File: src/rtl/burst_pkg.sv
package burst_pkg;
  localparam int BEAT_W = 2;

  typedef enum logic {
    ORD_WRAP  = 1'b0,
    ORD_XOR   = 1'b1
  } burst_order_e;

  typedef logic [BEAT_W-1:0] beat_t;
endpackage

File: src/rtl/burst_beat_ctr.sv
module burst_beat_ctr
  import burst_pkg::*;
(
  input  logic  clk,
  input  logic  rst_n,
  input  logic  ce_n,
  input  logic  adv,
  output beat_t beat
);
  beat_t beat_q;

  always_ff @(posedge clk or negedge rst_n) begin
    if (!rst_n) begin
      beat_q <= '0;
    end else if (!ce_n) begin
      if (adv) beat_q <= beat_q + beat_t'(1);
      else     beat_q <= '0;
    end
  end

  assign beat = beat_q;
endmodule

File: src/rtl/burst_base_reg.sv
module burst_base_reg #(
  parameter int ADDR_W = 20
) (
  input  logic              clk,
  input  logic              rst_n,
  input  logic              ce_n,
  input  logic              adv,
  input  logic [ADDR_W-1:0] ext_addr,
  output logic [ADDR_W-1:0] base
);
  logic [ADDR_W-1:0] base_q;

  always_ff @(posedge clk or negedge rst_n) begin
    if (!rst_n)              base_q <= '0;
    else if (!ce_n && !adv)  base_q <= ext_addr;
  end

  assign base = base_q;
endmodule

File: src/rtl/burst_low_map.sv
module burst_low_map
  import burst_pkg::*;
(
  input  beat_t        start,
  input  beat_t        beat,
  input  burst_order_e order,
  output beat_t        low
);
  beat_t wrap_low;
  beat_t xor_low;

  assign wrap_low = start + beat;

  for (genvar b = 0; b < BEAT_W; b++) begin : g_xor
    assign xor_low[b] = start[b] ^ beat[b];
  end

  always_comb begin
    unique case (order)
      ORD_XOR:  low = xor_low;
      default:  low = wrap_low;
    endcase
  end
endmodule

File: src/rtl/burst_addr_gen.sv
module burst_addr_gen
  import burst_pkg::*;
#(
  parameter int ADDR_W = 20
) (
  input  logic              clk,
  input  logic              rst_n,
  input  logic              ce_n,
  input  logic              adv,
  input  logic              order_sel,
  input  logic [ADDR_W-1:0] ext_addr,
  output logic [ADDR_W-1:0] acc_addr
);
  localparam int HI_W = ADDR_W - BEAT_W;

  beat_t             beat;
  beat_t             low;
  logic [ADDR_W-1:0] base;
  burst_order_e      order;

  assign order = burst_order_e'(order_sel);

  burst_beat_ctr u_beat (
    .clk   (clk),
    .rst_n (rst_n),
    .ce_n  (ce_n),
    .adv   (adv),
    .beat  (beat)
  );

  burst_base_reg #(.ADDR_W(ADDR_W)) u_base (
    .clk      (clk),
    .rst_n    (rst_n),
    .ce_n     (ce_n),
    .adv      (adv),
    .ext_addr (ext_addr),
    .base     (base)
  );

  burst_low_map u_map (
    .start (base[BEAT_W-1:0]),
    .beat  (beat),
    .order (order),
    .low   (low)
  );

  if (HI_W > 0) begin : g_hi
    assign acc_addr = {base[ADDR_W-1:BEAT_W], low};
  end else begin : g_lo_only
    assign acc_addr = low;
  end
endmodule

File: config.mk
export PLATFORM = sky130hd
export DESIGN_NAME = burst_addr_gen
export DESIGN_NICKNAME = d
export VERILOG_FILES = /design/src/rtl/burst_pkg.sv /design/src/rtl/burst_beat_ctr.sv /design/src/rtl/burst_base_reg.sv /design/src/rtl/burst_low_map.sv /design/src/rtl/burst_addr_gen.sv
export SDC_FILE = /design/constraint.sdc
export NUM_CORES = 1
export LEC_CHECK = 0
export BUFFER_PORTS_ARGS = -buffer_cell sky130_fd_sc_hd__buf_2
export CAP_MARGIN = 20
export CORE_MARGIN = 2
export CORE_UTILIZATION = 43
export DETAILED_ROUTE_END_ITERATION = 10
export PLACE_DENSITY_LB_ADDON = 0.12
export SETUP_SLACK_MARGIN = 0.4
export SLEW_MARGIN = 5
export SYNTH_ARGS = -nofsm -noshare
export SYNTH_HDL_FRONTEND = slang
export SYNTH_HIERARCHICAL = 1
export SYNTH_SLANG_ARGS = --single-unit
File: constraint.sdc
create_clock -name clk -period 1.1 [get_ports clk]
set_input_delay 0.22 -clock clk [delete_from_list [all_inputs] [get_ports clk]]
set_output_delay 0.22 -clock clk [all_outputs]
set_load 0.01 [all_outputs]
==> impl_metrics.json, run 1 <==
{
  "critPathCaptureType": "primary output",
  "deepest_level_of_the_cts_h_tree": 1,
  "nFillCells": 105,
  "final-setup-viol-count": 3,
  "startpoint_type": "register",
  "rrSetupSlack_ns": 0.08,
  "worstSkewPairLatency_ns": 0.30,
  "final_critical_path_setup_slack_ns": -0.377,
  "setup-tns-final_ns": -0.629,
  "dpl_worst_slack_ns": -0.0545,
  "design_power_total_mw": 2.38,
  "critical_path_class": "register to primary output",
  "globalRouteTotalUtil": 0.183,
  "via_count": 759,
  "setup_repair_after_global_routing_missed_its_margin": "true",
  "yosys.area.top_type_share": 0.616,
  "placeableCoreArea_um2": 1960,
  "syn-instance-count": 56,
  "p_per_area_nw_per_um2": 1440,
  "clock_tree.root_cell": "sky130_fd_sc_hd__clkbuf_4",
  "classification_of_the_worst_slack_hold_path": "input pin to async pin",
  "ys_ff_latch": 22,
  "antenna_violations_before_repair": 0,
  "time_the_worst_path_needs_with_i_o_delays_and_setup_ns": 1.48,
  "failed_checks": "hold timing, setup timing",
  "ir_drop_mv": 1.18,
  "grt_first_pass_wirelength_mm": 3.39,
  "p_leak_nw": 0.852,
  "io-pin-count": 45,
  "numPlacedInstances": 129,
  "layout.cells.most_common_list": "sky130_fd_sc_hd__buf_2 (40), sky130_fd_sc_hd__dfrtp_1 (22), sky130_fd_sc_hd__buf_6 (21), sky130_fd_sc_hd__mux2_4 (20), sky130_fd_sc_hd__buf_4 (9)",
  "drive_above_1_share": 0.797,
  "syn_to_final_growth_pct": 85.3,
  "gp_congestion": 0.628,
  "syn_nets": 82,
  "critPathTopFamily": "flip-flops",
  "initial_core_util": 0.455,
  "max-slew-margin-rel": 0.675,
  "count_of_cell_types_in_the_netlist": 14,
  "postLayoutCoreUtil": 0.844,
  "cts_inserted_buffers": 3,
  "drt_iter0_drc": 3,
  "synth.yosys.seq_area_share": 0.616,
  "synthesis.area_per_instance_um2": 16.0,
  "maxCapViolations": 0,
  "required_ns": 0.88,
  "number_of_cell_rows": 16,
  "fin_area_um2": 1660,
  "clock.fmax_mhz": 677,
  "run_status": "finished with violations",
  "syn-cell-area_um2": 893,
  "final_routed_wire_length_divided_by_cell_count_um": 16.2,
  "timing_worst_slew_pin_value_ns": 0.487,
  "chipWidth_um": 49.6,
  "finalHoldWorstSlack_ns": -0.144,
  "drv_slew": 0,
  "fin_worst_skew_ns": 0.000516,
  "timing.critical_path.slowest_cell_delay_ns": 0.41,
  "timing.rr.start": "u_base/base[12]",
  "grt_overflow_total": 0,
  "vias_in_the_first_global_route": 702,
  "tritoncts": "built",
  "post-route-period-util": 1.34,
  "synth_warnings": 6,
  "insertedDiodeCount": 0,
  "placed_cell_area_um2": 1260,
  "detail_route.wirelength_mm": 2.59,
  "fp.dieArea_um2": 2460,
  "top_fanout_value_on_the_critical_path": 2,
  "io_buffers": 44,
  "die_height_um": 49.6,
  "post-dp-hpwl_mm": 1.21,
  "worst_r2r_endpoint": "u_base/base[12]",
  "cp_data_arrival_time_ns": 1.26,
  "layout_net_count": 160,
  "clk_pin_slew_worst_paths_ns": 0.12,
  "synth.top_cells.by_area": "sky130_fd_sc_hd__dfrtp_1 (62%), sky130_fd_sc_hd__mux2_2 (24%), sky130_fd_sc_hd__buf_6 (2.5%), sky130_fd_sc_hd__xnor2_1 (2.0%), sky130_fd_sc_hd__mux2_4 (1.7%)",
  "master_of_the_slowest_instance_on_the_critical_path": "sky130_fd_sc_hd__dfrtp_1",
  "mostFrequentLayoutCell": "sky130_fd_sc_hd__buf_2",
  "numClockSinks": 22,
  "yosys.area.top_type": "sky130_fd_sc_hd__dfrtp_1",
  "grt_start_max_net_pins": 23,
  "worstPathBufferInverterCount": 1,
  "detail_route.first_pass.iterations": 3,
  "maximum_count_of_clock_buffers_along_a_single_path": 2,
  "via_per_inst": 4.74,
  "ff2ff_path_depth": 3,
  "route.detailed.drc": 0,
  "drt.antenna.violating_nets": 0,
  "cp_cell_sequence": "ha_2 -> nor2b_4 -> xnor2_2 -> buf_2",
  "final_cells": 160,
  "hold_viol": 22
}
power by group:
group	total [mW]	leakage (nW)	switching (mW)	internal, mW
sequential	1.03	0.260	0.0957	0.930
combinational	0.904	0.571	0.306	0.598
clock	0.447	0.0210	0.246	0.202
cell families (layout without fill, tap and decap cells):
family	count (synthesis)	count (layout)	synth area share
fa+ha+maj	1	1	0.0140
xor+xnor	2	2	0.0196
mux	20	20	0.256
buf+inv	3	80	0.0294
flops	22	22	0.616
compound gates	2	2	0.0140
simple gates	6	6	0.0504
layout make-up:
type / count / area [µm²] / share of cell area
clock buffer: 4 / 36.3 / 0.0219
inverter: 1 / 3.75 / 0.00227
multi-input combinational: 31 / 422 / 0.255
sequential: 22 / 551 / 0.333
tap: 27 / 33.8 / 0.0204
timing repair buffer: 75 / 609 / 0.368
synth_stat cells, drive strengths merged:
library cell  count
inv               1
ha                1
nand4bb           1
nand2             2
buf               2
o211ai            1
nand2b            1
nor2b             1
dfrtp            22
nor2              1
o21ai             1
xnor2             2
mux2             20
layer usage:
layer / GRT usage / wire (µm) / up-vias
met4: 0.0694 / 34 / 0
met5: 0 / 0 / -
met3: 0.0212 / 93 / 4
li1: - / - / 348
met2: 0.300 / 1380 / 25
met1: 0.250 / 1080 / 382
worst max-delay path by stage:
stage | startpoint | endpoint | slack, ns | cells after the start
final | u_beat/beat[0] | acc_addr[1] | -0.38 | 4
after global routing | u_base/base[0] | acc_addr[1] | -0.44 | 4
after CTS | u_base/base[0] | acc_addr[1] | -0.39 | 4
after detailed placement | u_base/base[0] | acc_addr[1] | -0.05 | 4
after global placement | u_base/base[0] | acc_addr[1] | -0.04 | 4
after floorplan | u_beat/beat[0] | acc_addr[1] | 0.02 | 3
registers in the layout, summed over array words and instances (netlist names):
register and cells:
u_base/base 20, u_beat/beat 2
worst reg2reg max path, stage by stage, from the launching register on:
cell and delay [ns]:
sky130_fd_sc_hd__dfrtp_1 0.42, sky130_fd_sc_hd__buf_6 0.12, sky130_fd_sc_hd__buf_6 0.10, sky130_fd_sc_hd__mux2_4 0.26
timing repair:
action,CTS,global route
setup endpoints to repair,42,42
gates resized for setup,11,19
cloned,2,0
buffers inserted,11,14
hold endpoints to repair,22,22
pin swaps,3,1
Note: power is estimated with default switching activity, not from simulation.
==> run 2: changes to the inputs <==
CORE_UTILIZATION = 47   (was 43)
clock period = 1.9 ns   (was 1.1 ns; I/O delays follow)
==> run 2 against run 1 <==
  * Largest power group unchanged
  * Combinational power decreased by 69%
  * First-iteration DRC count decreased by 67%
  * Register-to-register slack improved by 0.75 ns
  * Critical endpoint unchanged
  * Sequential power decreased by 44%
  * Global-route usage decreased by 2.9 points
  * Design area decreased by 27%
  * Critical path depth unchanged
  * Count of clock-buffer cells in the layout unchanged
  * The run now ends clean
  * Sequential share of layout area increased by 12 points
  * Clock skew increased by 0.0016 ns
  * Power decreased by 53%
  * Critical path type unchanged
  * Highest routed layer is now met3
==> impl_metrics.json, run 2 (synthesis gave the netlist of run 1 again) <==
{
  "run_status": "completed",
  "route.detailed.drc": 0,
  "cts_inserted_buffers": 3,
  "startpoint_type": "register",
  "grt_overflow_total": 0,
  "globalRouteTotalUtil": 0.154,
  "detail_route.wirelength_mm": 1.66,
  "cp_data_arrival_time_ns": 1.26,
  "maximum_count_of_clock_buffers_along_a_single_path": 2,
  "top_fanout_value_on_the_critical_path": 2,
  "classification_of_the_worst_slack_hold_path": "input pin to async pin",
  "drive_above_1_share": 0.717,
  "final_routed_wire_length_divided_by_cell_count_um": 12.7,
  "fp.dieArea_um2": 2270,
  "maxCapViolations": 0,
  "vias_in_the_first_global_route": 599,
  "post-route-period-util": 0.862,
  "setup-tns-final_ns": 0,
  "critical_path_class": "register to primary output",
  "fin_area_um2": 1200,
  "io_buffers": 44,
  "time_the_worst_path_needs_with_i_o_delays_and_setup_ns": 1.64,
  "clock_tree.root_cell": "sky130_fd_sc_hd__clkbuf_4",
  "die_height_um": 47.6,
  "p_leak_nw": 0.589,
  "placeableCoreArea_um2": 1760,
  "syn_to_final_growth_pct": 34.9,
  "finalHoldWorstSlack_ns": 0.0204,
  "worstSkewPairLatency_ns": 0.30,
  "drt.antenna.violating_nets": 0,
  "via_per_inst": 4.66,
  "max-slew-margin-rel": 0.674,
  "layout_net_count": 133,
  "power.sequential.fraction": 0.518,
  "final-setup-viol-count": 0,
  "number_of_cell_rows": 15,
  "io-pin-count": 45,
  "tritoncts": "built",
  "chipWidth_um": 47.6,
  "timing.rr.start": "u_beat/beat[0]",
  "comb_power_share": 0.253,
  "mostFrequentLayoutCell": "sky130_fd_sc_hd__buf_2",
  "layout.cells.most_common_list": "sky130_fd_sc_hd__buf_2 (43), sky130_fd_sc_hd__dfrtp_1 (22), sky130_fd_sc_hd__mux2_2 (19), sky130_fd_sc_hd__buf_4 (4), sky130_fd_sc_hd__clkbuf_4 (3)",
  "post-dp-hpwl_mm": 1.25,
  "setup_repair_after_global_routing_missed_its_margin": "true",
  "fin_worst_skew_ns": 0.00211,
  "grt_start_max_net_pins": 23,
  "drt_iter0_drc": 1,
  "p_per_area_nw_per_um2": 922,
  "hold_viol": 0,
  "setup.worst_path.start": "u_base/base[0]",
  "p_int_mw": 0.816,
  "critPathCaptureType": "primary output",
  "number_of_flip_flops_in_the_largest_register": 20,
  "switching_share": 0.265,
  "drv_slew": 0,
  "ir_drop_mv": 0.514,
  "p_switching_mw": 0.295,
  "antenna_violations_before_repair": 0,
  "clock.fmax_mhz": 611,
  "initial_core_util": 0.506,
  "clock_power_share": 0.229,
  "insertedDiodeCount": 0,
  "placed_cell_area_um2": 1130,
  "gp_congestion": 0.685,
  "via_count": 610,
  "grt_first_pass_wirelength_mm": 2.39,
  "numClockSinks": 22,
  "required_ns": 1.52,
  "deepest_level_of_the_cts_h_tree": 1,
  "detail_route.first_pass.iterations": 2,
  "postCtsHoldBufs": 0,
  "clk_pin_slew_worst_paths_ns": 0.12,
  "timing_worst_slew_pin_value_ns": 0.489
}
==> run 2: cell types whose count changed in the layout (fill, tap and decap cells not counted), sizes merged <==
cell  delta
buf     -27
==> run 2: final cells by class <==
type / count / area [µm²]
Inverter: 1 / 3.75
Clock buffer: 4 / 36.3
Sequential cell: 22 / 551
Tap cell: 25 / 31.3
Timing Repair Buffer: 48 / 256
Multi-Input combinational cell: 31 / 327
Fill cell: 157 / 559
==> run 2: path summary, 6_finish.rpt <==
check	slack, ns	cells after the start	to
setup / recovery	0.26	4	acc_addr[1]
min in group clk	0.30	2	u_base/base[4]
max in group asynchronous	1.55	1	u_base/base[13]
setup reg to reg	0.83	4	u_beat/beat[1]
hold reg to reg	0.51	1	u_base/base[6]
hold / removal	0.02	1	u_base/base[15]
==> run 2: power by group through the flow <==
| stage | clock [mW] | combinational [mW] | sequential, mW |
|---|---|---|---|
| 6_report | 0.254 | 0.281 | 0.576 |
| 5_1_grt | 0.280 | 0.307 | 0.586 |
| 3_5_place_dp | 0 | 0.261 | 0.587 |
| 3_3_place_gp | 0 | 0.256 | 0.585 |
| 4_1_cts | 0.265 | 0.278 | 0.577 |
| 2_1_floorplan | 0 | 0.119 | 0.612 |
==> run 2: stage by stage <==
stage               instances  setup WS [ns]   util  power (mW)
floorplan                  56          0.594      -       0.730
detailed placement        124          0.503  0.640       0.849
finish                    131          0.263  0.683        1.11
global placement          124          0.532  0.640       0.841
global route              131          0.187  0.683        1.17
CTS                       129          0.231  0.674        1.12
==> run 2: metal layers <==
metal,global-route usage,wire length [µm]
met1,0.172,659
met2,0.289,929
met3,0.0264,69
met4,0.0595,0
met5,0,0
==> run 2: critical path: stages, from the launching register on <==
cell,delay (ns)
sky130_fd_sc_hd__dfrtp_1,0.41
sky130_fd_sc_hd__ha_2,0.18
sky130_fd_sc_hd__nor2b_4,0.12
sky130_fd_sc_hd__xnor2_1,0.11
sky130_fd_sc_hd__buf_2,0.14
==> run 2: timing repair <==
action / in CTS / in global routing
endpoints found under the hold margin: 0 / 0
resized for setup: 4 / 0
endpoints found under the setup margin: 2 / 2
buffers inserted: 1 / 2
pin swaps: 2 / 1
